File: config.mk
export PLATFORM = sky130hd
export DESIGN_NAME = i2cmem_slave
export DESIGN_NICKNAME = d
export VERILOG_FILES = /design/src/rtl/i2cmem_pkg.sv /design/src/rtl/i2cmem_linesync.sv /design/src/rtl/i2cmem_ctrl.sv /design/src/rtl/i2cmem_datapath.sv /design/src/rtl/i2cmem_slave.sv
export SDC_FILE = /design/constraint.sdc
export NUM_CORES = 2
export LEC_CHECK = 0
export BUFFER_PORTS_ARGS = -buffer_cell sky130_fd_sc_hd__buf_2
export CAP_MARGIN = 20
export CORE_MARGIN = 2
export CORE_UTILIZATION = 63
export DETAILED_ROUTE_END_ITERATION = 8
export GPL_TIMING_DRIVEN = 1
export PLACE_DENSITY = 0.75
export SYNTH_ARGS = -nofsm -noshare
export SYNTH_HDL_FRONTEND = slang
export SYNTH_HIERARCHICAL = 1
export SYNTH_SLANG_ARGS = --single-unit
File: constraint.sdc
create_clock -name clk -period 5.45 [get_ports clk]
set_clock_uncertainty 0.1 [all_clocks]
set_input_delay 0.545 -clock clk [delete_from_list [all_inputs] [get_ports clk]]
set_output_delay 0.545 -clock clk [all_outputs]
set_load 0.05 [all_outputs]
File: src/rtl/i2cmem_pkg.sv
package i2cmem_pkg;

  // Fixed upper nibble of the device byte
  localparam logic [3:0] DEV_PREFIX = 4'b1010;

  // Strobes from the bus controller to the storage side
  typedef struct packed {
    logic shiftRx;   // take the sampled SDA level into the receive register
    logic latchHi;   // hold the received byte as the pointer high byte
    logic loadPtr;   // load pointer from high byte and received byte
    logic writeMem;  // store received byte at pointer, advance pointer
    logic loadTx;    // fetch byte at pointer for sending, advance pointer
    logic shiftTx;   // move to the next transmit bit
  } dpStrobe_t;

  typedef enum logic [2:0] {
    ST_IDLE,   // ignoring the bus until a start
    ST_RX,     // receiving eight bits
    ST_ACK,    // holding SDA low for the ninth clock
    ST_TX,     // sending eight bits
    ST_MACK    // waiting for the master acknowledge
  } busState_t;

  typedef enum logic [1:0] {
    ROLE_DEV,
    ROLE_AHI,
    ROLE_ALO,
    ROLE_DATA
  } byteRole_t;

endpackage

File: src/rtl/i2cmem_linesync.sv
module i2cmem_linesync #(
  parameter int STAGES = 2
) (
  input  logic clk,
  input  logic rstN,
  input  logic sclIn,
  input  logic sdaIn,
  output logic sclRise,
  output logic sclFall,
  output logic sdaLevel,
  output logic startSeen,
  output logic stopSeen
);
  localparam int CUR = STAGES - 1;
  localparam int PRV = STAGES;

  logic [STAGES:0] sclPipe;
  logic [STAGES:0] sdaPipe;

  always_ff @(posedge clk or negedge rstN) begin
    if (!rstN) begin
      sclPipe <= '1;
      sdaPipe <= '1;
    end else begin
      sclPipe <= {sclPipe[STAGES-1:0], sclIn};
      sdaPipe <= {sdaPipe[STAGES-1:0], sdaIn};
    end
  end

  assign sclRise   = sclPipe[CUR] & ~sclPipe[PRV];
  assign sclFall   = ~sclPipe[CUR] & sclPipe[PRV];
  assign sdaLevel  = sdaPipe[CUR];
  assign startSeen = sclPipe[CUR] & sclPipe[PRV] & sdaPipe[PRV] & ~sdaPipe[CUR];
  assign stopSeen  = sclPipe[CUR] & sclPipe[PRV] & ~sdaPipe[PRV] & sdaPipe[CUR];

endmodule

File: src/rtl/i2cmem_ctrl.sv
module i2cmem_ctrl
  import i2cmem_pkg::*;
(
  input  logic       clk,
  input  logic       rstN,
  input  logic       sclRise,
  input  logic       sclFall,
  input  logic       sdaLevel,
  input  logic       startSeen,
  input  logic       stopSeen,
  input  logic [2:0] devSel,
  input  logic [7:0] rxByte,
  input  logic       txBit,
  output dpStrobe_t  strobe,
  output logic       sdaPullLow
);
  busState_t state, nextState;
  byteRole_t role, nextRole;
  logic [3:0] bitCnt, nextCnt;
  logic       readMode, nextRead;
  logic       masterAcked, nextMack;
  logic       devHit;

  assign devHit = (rxByte[7:1] == {DEV_PREFIX, devSel});

  always_comb begin
    strobe    = '0;
    nextState = state;
    nextRole  = role;
    nextCnt   = bitCnt;
    nextRead  = readMode;
    nextMack  = masterAcked;
    if (stopSeen) begin
      nextState = ST_IDLE;
    end else if (startSeen) begin
      nextState = ST_RX;
      nextRole  = ROLE_DEV;
      nextCnt   = 4'd0;
    end else begin
      case (state)
        ST_RX: begin
          if (sclRise) begin
            strobe.shiftRx = 1'b1;
            nextCnt        = bitCnt + 4'd1;
          end else if (sclFall && bitCnt == 4'd8) begin
            nextState = ST_ACK;
            case (role)
              ROLE_DEV: begin
                if (devHit) nextRead = rxByte[0];
                else        nextState = ST_IDLE;
              end
              ROLE_AHI: strobe.latchHi  = 1'b1;
              ROLE_ALO: strobe.loadPtr  = 1'b1;
              default:  strobe.writeMem = 1'b1;
            endcase
          end
        end
        ST_ACK: begin
          if (sclFall) begin
            nextCnt = 4'd0;
            if (role == ROLE_DEV && readMode) begin
              nextState     = ST_TX;
              strobe.loadTx = 1'b1;
            end else begin
              nextState = ST_RX;
              case (role)
                ROLE_DEV: nextRole = ROLE_AHI;
                ROLE_AHI: nextRole = ROLE_ALO;
                default:  nextRole = ROLE_DATA;
              endcase
            end
          end
        end
        ST_TX: begin
          if (sclFall) begin
            if (bitCnt == 4'd7) begin
              nextState = ST_MACK;
            end else begin
              strobe.shiftTx = 1'b1;
              nextCnt        = bitCnt + 4'd1;
            end
          end
        end
        ST_MACK: begin
          if (sclRise) begin
            nextMack = ~sdaLevel;
          end else if (sclFall) begin
            if (masterAcked) begin
              nextState     = ST_TX;
              strobe.loadTx = 1'b1;
              nextCnt       = 4'd0;
            end else begin
              nextState = ST_IDLE;
            end
          end
        end
        default: ;
      endcase
    end
  end

  always_ff @(posedge clk or negedge rstN) begin
    if (!rstN) begin
      state       <= ST_IDLE;
      role        <= ROLE_DEV;
      bitCnt      <= 4'd0;
      readMode    <= 1'b0;
      masterAcked <= 1'b0;
    end else begin
      state       <= nextState;
      role        <= nextRole;
      bitCnt      <= nextCnt;
      readMode    <= nextRead;
      masterAcked <= nextMack;
    end
  end

  assign sdaPullLow = (state == ST_ACK) | ((state == ST_TX) & ~txBit);

endmodule

File: src/rtl/i2cmem_datapath.sv
module i2cmem_datapath
  import i2cmem_pkg::*;
#(
  parameter int DEPTH  = 256,
  parameter int ADDR_W = 16
) (
  input  logic       clk,
  input  logic       rstN,
  input  dpStrobe_t  strobe,
  input  logic       sdaLevel,
  output logic [7:0] rxByte,
  output logic       txBit
);
  localparam int IDX_W = $clog2(DEPTH);

  logic [7:0]        memArr [DEPTH];
  logic [7:0]        rxShift;
  logic [7:0]        txShift;
  logic [7:0]        hiByte;
  logic [ADDR_W-1:0] ptr;
  logic [IDX_W-1:0]  idx;

  // the array sees only the low pointer bits, so it wraps at DEPTH
  assign idx = ptr[IDX_W-1:0];

  always_ff @(posedge clk or negedge rstN) begin
    if (!rstN) begin
      rxShift <= 8'h00;
      txShift <= 8'hFF;
      hiByte  <= 8'h00;
      ptr     <= '0;
    end else begin
      if (strobe.shiftRx) rxShift <= {rxShift[6:0], sdaLevel};
      if (strobe.latchHi) hiByte  <= rxShift;
      if (strobe.loadPtr) ptr     <= ADDR_W'({hiByte, rxShift});
      if (strobe.writeMem || strobe.loadTx) ptr <= ptr + ADDR_W'(1);
      if (strobe.loadTx)  txShift <= memArr[idx];
      else if (strobe.shiftTx) txShift <= {txShift[6:0], 1'b1};
    end
  end

  always_ff @(posedge clk) begin
    if (strobe.writeMem) memArr[idx] <= rxShift;
  end

  assign rxByte = rxShift;
  assign txBit  = txShift[7];

endmodule

File: src/rtl/i2cmem_slave.sv
module i2cmem_slave
  import i2cmem_pkg::*;
#(
  parameter int DEPTH       = 256,
  parameter int SYNC_STAGES = 2
) (
  input  logic       clk,
  input  logic       rstN,
  input  logic       sclIn,
  input  logic       sdaIn,
  input  logic [2:0] devSel,
  output logic       sdaPullLow
);
  localparam int ADDR_W = 16;

  logic       sclRise, sclFall, sdaLevel, startSeen, stopSeen;
  logic [7:0] rxByte;
  logic       txBit;
  dpStrobe_t  strobe;

  i2cmem_linesync #(.STAGES(SYNC_STAGES)) uSync (
    .clk      (clk),
    .rstN     (rstN),
    .sclIn    (sclIn),
    .sdaIn    (sdaIn),
    .sclRise  (sclRise),
    .sclFall  (sclFall),
    .sdaLevel (sdaLevel),
    .startSeen(startSeen),
    .stopSeen (stopSeen)
  );

  i2cmem_ctrl uCtrl (
    .clk       (clk),
    .rstN      (rstN),
    .sclRise   (sclRise),
    .sclFall   (sclFall),
    .sdaLevel  (sdaLevel),
    .startSeen (startSeen),
    .stopSeen  (stopSeen),
    .devSel    (devSel),
    .rxByte    (rxByte),
    .txBit     (txBit),
    .strobe    (strobe),
    .sdaPullLow(sdaPullLow)
  );

  i2cmem_datapath #(.DEPTH(DEPTH), .ADDR_W(ADDR_W)) uData (
    .clk     (clk),
    .rstN    (rstN),
    .strobe  (strobe),
    .sdaLevel(sdaLevel),
    .rxByte  (rxByte),
    .txBit   (txBit)
  );

endmodule

== Word-level counts from Yosys, hierarchy flattened ==
Memories as Yosys holds them, arrays and structs flattened.
Cells that the tools add are included.
Storage, ports and cells
  memory bits (read-only): 0
  latch bits: 0
  memories: 1
  bits of input ports: 7
  logic and storage cells: 123
  bits in registers: 57
  bits in writable memories: 2048
  output and inout port bits: 1
Operators by class
  multipliers: 0
  bitwise logic cells: 17
  $lt $le $gt $ge: 0
  div/mod/pow operators: 0
  $add $sub $neg: 2
  reduce and logical (&&, ||, !) cells: 16
  equal/unequal tests: 24
  multiplexer cells: 52
  shift operators: 0
Memories
  uData.memArr: depth 256, width 8, rd ports 1, clocked after Yosys merged registers in 0, write ports 1, RTL line i2cmem_datapath.sv:16  | logic [7:0] memArr [DEPTH];
Operators with widths (number)
  $mux 3: 12
  $mux 4: 9
  $mux 16: 2
  $ne 4x3->1 const B: 5
  $add 16x1->16 const B: 1
  $mux 8: 2
  $pmux 4 s4: 1
  $mux 1: 14
  $mux 2: 7
  $mux 6: 2
  $ne 3x2->1 const B: 4
  $pmux 3 s4: 1
  $ne 3x3->1 const B: 3
  $reduce_and 9->1: 1
  $and 1x1->1: 8
  $ne 4x4->1 const B: 2
  $not 1->1: 8
  $reduce_and 4->1: 2
  $reduce_and 8->1: 1
  $reduce_bool 2->1: 4
  $eq 7x7->1: 1
  $reduce_and 7->1: 1
  $eq 3x2->1 const B: 2
  $reduce_bool 6->1: 1
  16 further kinds: 17

== Longest topological paths before layout ==
  depth after elaboration: 10
  gate-level depth with buffers: 13
  mapped depth without buffers: 10

== Cells and area by module ==
Netlist, hierarchy kept.
Modules (own cells, without submodules)
  i2cmem_datapath: cells an instance 3939, sequential area each 62109.6 um^2, area an instance 81315.5 um^2, instances 1
  i2cmem_ctrl: cells an instance 104, sequential area each 275.3 um^2, area an instance 899.6 um^2, instances 1
  i2cmem_linesync: cells an instance 10, sequential area each 157.7 um^2, area an instance 190.2 um^2, instances 1

== Least setup slack after synthesis ==
No wires, ideal clock.
  kind: register to register
  start point: register uData.rxShift[7] (netlist: uData/rxByte[7])
  end point: register uCtrl.readMode
  path buffers: 0
  required time: 5.206 ns
  arrival: 4.422 ns
  clock period less this slack: 4.666 ns
  path slack: 0.784 ns
  cell stages (with the launch flop): 5
  path through: dfrtp_1 > nor4bb_1 > nand4_1 > nor4_4 > mux2_1
Between the ends
  longest elaborated chain between the ends: 2
Ends and longest elaborated chain
  start, declared: RTL line i2cmem_datapath.sv:17  | logic [7:0] rxShift;
  start signal, assigned: RTL line i2cmem_datapath.sv:33  | if (strobe.shiftRx) rxShift <= {rxShift[6:0], sdaLevel};
  $eq 7x7->1: RTL line i2cmem_ctrl.sv:24  | assign devHit = (rxByte[7:1] == {DEV_PREFIX, devSel});
  $reduce_and 7->1 (no source line)
  end signal, assigned: RTL line i2cmem_ctrl.sv:113  | readMode <= nextRead;
  end, declared: RTL line i2cmem_ctrl.sv:20  | logic readMode, nextRead;
Every way passes these cells.
A chain may end at the register's enable or synchronous reset.

==> results.py <==
metrics = {
    "critical_path": {
        "worstReg2RegStart": "uSync/sdaPipe[1]$_DFF_PN1_",
        "crit_path_max_incr_delay_ns": 0.91,
        "origin_of_the_worst_setup_path": "uSync/sdaPipe[1]$_DFF_PN1_",
        "critical_path_endpoint_category": "flop",
        "critical_path.n_buffers_inverters": 0,
        "r2r.worst_path.cells": 7,
        "cp_slowest_cell": "sky130_fd_sc_hd__and3_1",
        "path_depth": 7,
        "critPathTopFamily": "simple AND/OR/NAND/NOR gates",
        "timing.critical_path.fanout_max": 17,
        "worst-endpoint-arrival_ns": 5.06,
        "cp-start-kind": "flop",
        "setup.reg_to_reg.worst_slack_ns": 0.75,
        "cp_cell_sequence": "and4b_1, nor2_2, nand2_4, nor3_1, and3_1, nand3_1, nor2_1",
        "critical_path.endpoint": "uData/memArr[198][6]$_DFFE_PP_",
        "critPathRequiredTime_ns": 5.81,
        "worstSetupPathType": "reg -> reg",
        "timing.rr.end": "uData/memArr[198][6]$_DFFE_PP_",
    },
    "routing": {
        "count_of_routing_violations_after_the_opening_detailed_route_iteration": 6437,
        "firstDrtPassIters": 7,
        "detail-route-antenna-nets": 0,
        "route.vias.total": 41646,
        "drt-vias-per-instance": 6.91,
        "wl_per_cell_um": 32.8,
        "drc": 0,
        "routed_wl_mm": 198,
    },
    "final_layout": {
        "final_common_cell": "sky130_fd_sc_hd__edfxtp_1",
        "fillCellCount": 7593,
        "multi_input_comb_area_um2": 18300,
        "area.sequential_um2": 62600,
        "mostFrequentLayoutCells": "sky130_fd_sc_hd__edfxtp_1 (2048), sky130_fd_sc_hd__mux4_2 (456), sky130_fd_sc_hd__nor2_1 (290), sky130_fd_sc_hd__mux2i_1 (200), sky130_fd_sc_hd__clkbuf_16 (199)",
        "antenna_cells_inserted": 0,
        "non_filler_cells_final": 6028,
        "finalNetCount": 4131,
        "drive_gt1_share_pct": 22.0,
        "post-route-util_pct": 69.8,
        "synthToLayoutAreaGrowth_pct": 9.83,
    },
    "clock_tree": {
        "max-clock-path-buffers": 3,
        "ctsResizeCount": 0,
        "clock_latency_ns": 0.84,
        "hold_fix_buffers_cts": 3,
        "post_cts_buffers": 0,
        "cts.root.buffer_cell": "sky130_fd_sc_hd__clkbuf_16",
        "clock_tree.htree_level_count": 4,
        "clk_pin_slew_worst_paths_ns": 0.06,
        "cts_tree": "done",
        "numClockSinks": 2089,
        "cts_bufs_inserted": 198,
    },
    "sta": {
        "setup_viol": 0,
        "fin_ws_ns": 0.752,
        "timing.final.hold_violations": 0,
        "finalMaxSlewViolations": 0,
        "finalCritPeriodShare_pct": 86.2,
        "max_clock_freq_mhz": 213,
        "fin_crit_ns": 4.70,
        "max_slew_margin_pct": 24.6,
        "setup_repair_after_global_routing_missed_its_margin": "no",
        "worst-slew-pin-transition_ns": 1.13,
        "setup_tns_ns": 0,
    },
    "global_route": {
        "global_route.overflow_total": 0,
        "grtUsageTotal_pct": 30.2,
        "maximum_number_of_pins_on_one_net_before_global_route_repair": 197,
        "first_pass_grt_wire_length_mm": 286,
        "number_of_global_route_vias_before_repair": 40888,
        "antenna_violations_before_repair": 3,
    },
    "die": {
        "floorplan.initialDensity_pct": 63.6,
        "io_pins": 8,
        "die_x_um": 366,
        "die_height_um": 366,
        "dieArea_um2": 134000,
        "num_rows": 132,
        "placeable_core_region_um2": 130000,
    },
    "run_status": {
        "outcome": "complete, no violations",
    },
    "pwr": {
        "p_per_area_nw_per_um2": 404,
        "power.ir.vdd_worst_uv": 381,
        "static_leakage_uw": 0.0267,
    },
    "placement": {
        "place.gp.congestion": 0.898,
        "detailed_place_hpwl_mm": 115,
        "total_of_buffers_placed_on_input_and_output_ports": 7,
        "numPlacedInstances": 5656,
        "preCtsSetupSlack_ns": 0.908,
    },
    "flow_run": {
        "maxCapViolCount": 0,
    },
    "synthesis": {
        "avg_cell_area_syn_um2": 20.3,
        "post_synth_instance_area_um2": 82400,
        "number_of_warnings_issued_by_yosys": 6,
        "synth_nets": 4064,
        "post_syn_instances": 4051,
    },
    "worst_hold_path": {
        "min-delay-path-class": "in -> async",
    },
}
[where the power goes]
part / internal [uW] / switching (uW) / leakage, uW / total (uW)
clock: 7450 / 5940 / 0.00309 / 13400
sequential: 18700 / 508 / 0.0189 / 19300
combinational: 1230 / 2700 / 0.00470 / 3930
[how the worst min path moves through the flow]
stage	slack [ns]	cells past startpoint	endpoint	start
final	0.24	3	uData/rxByte[2]$_DFFE_PN0P_	rstN
after global routing	0.24	2	uSync/sdaPipe[0]$_DFF_PN1_	sdaIn
after CTS	0.19	2	uSync/sclPipe[0]$_DFF_PN1_	sclIn
after detailed placement	0.26	0	uSync/sdaPipe[1]$_DFF_PN1_	uSync/sdaPipe[0]$_DFF_PN1_
after global placement	0.26	0	uSync/sclPipe[1]$_DFF_PN1_	uSync/sclPipe[0]$_DFF_PN1_
after floorplan	0.15	0	uCtrl/bitCnt[0]$_DFFE_PN0P_	rstN
[registers in the layout, summed over array words and instances, names as in the netlist]
register	cells
uData/rxByte	8
uData/txShift	8
uSync/sdaPipe	3
uCtrl/readMode	1
uCtrl/bitCnt	4
uData/ptr	8
uCtrl/masterAcked	1
uCtrl/role	2
uData/memArr	2048
uCtrl/state	3
uSync/sclPipe	3
[through the flow]
stage / area, um^2 / hold WS, ns / power (uW)
2_1_floorplan: 82400 / 0.149 / 22100
4_1_cts: 90500 / 0.190 / 36600
6_report: 90500 / 0.238 / 36600
3_3_place_gp: 84100 / 0.263 / 23400
3_5_place_dp: 84200 / 0.261 / 23500
5_1_grt: 90500 / 0.240 / 37500
[area by class of cell]
| class | instances | area share [%] |
|---|---|---|
| flip-flops and latches | 2089 | 69.2 |
| multi-input cells | 1698 | 20.2 |
| clock buffers | 234 | 5.65 |
| well taps | 1742 | 2.41 |
| clock inverters | 134 | 1.31 |
| repair buffers | 118 | 1.23 |
| inverters | 13 | 0.0539 |
[worst register-to-register path, delay by kind of cell (launching register included)]
kind	cells	cell delay, ns
and+or+nand+nor	7	3.66
DFF	1	0.55
[layer usage]
layer  up-vias  routed length, um  track usage [%]
met5         -                 48                0
met2      2639              93400             45.8
met1     21743              74600             43.9
met3       420              22800             7.26
li1      16838                  -                -
met4         6               6860             10.2
Power figures use the tool's default switching activity.
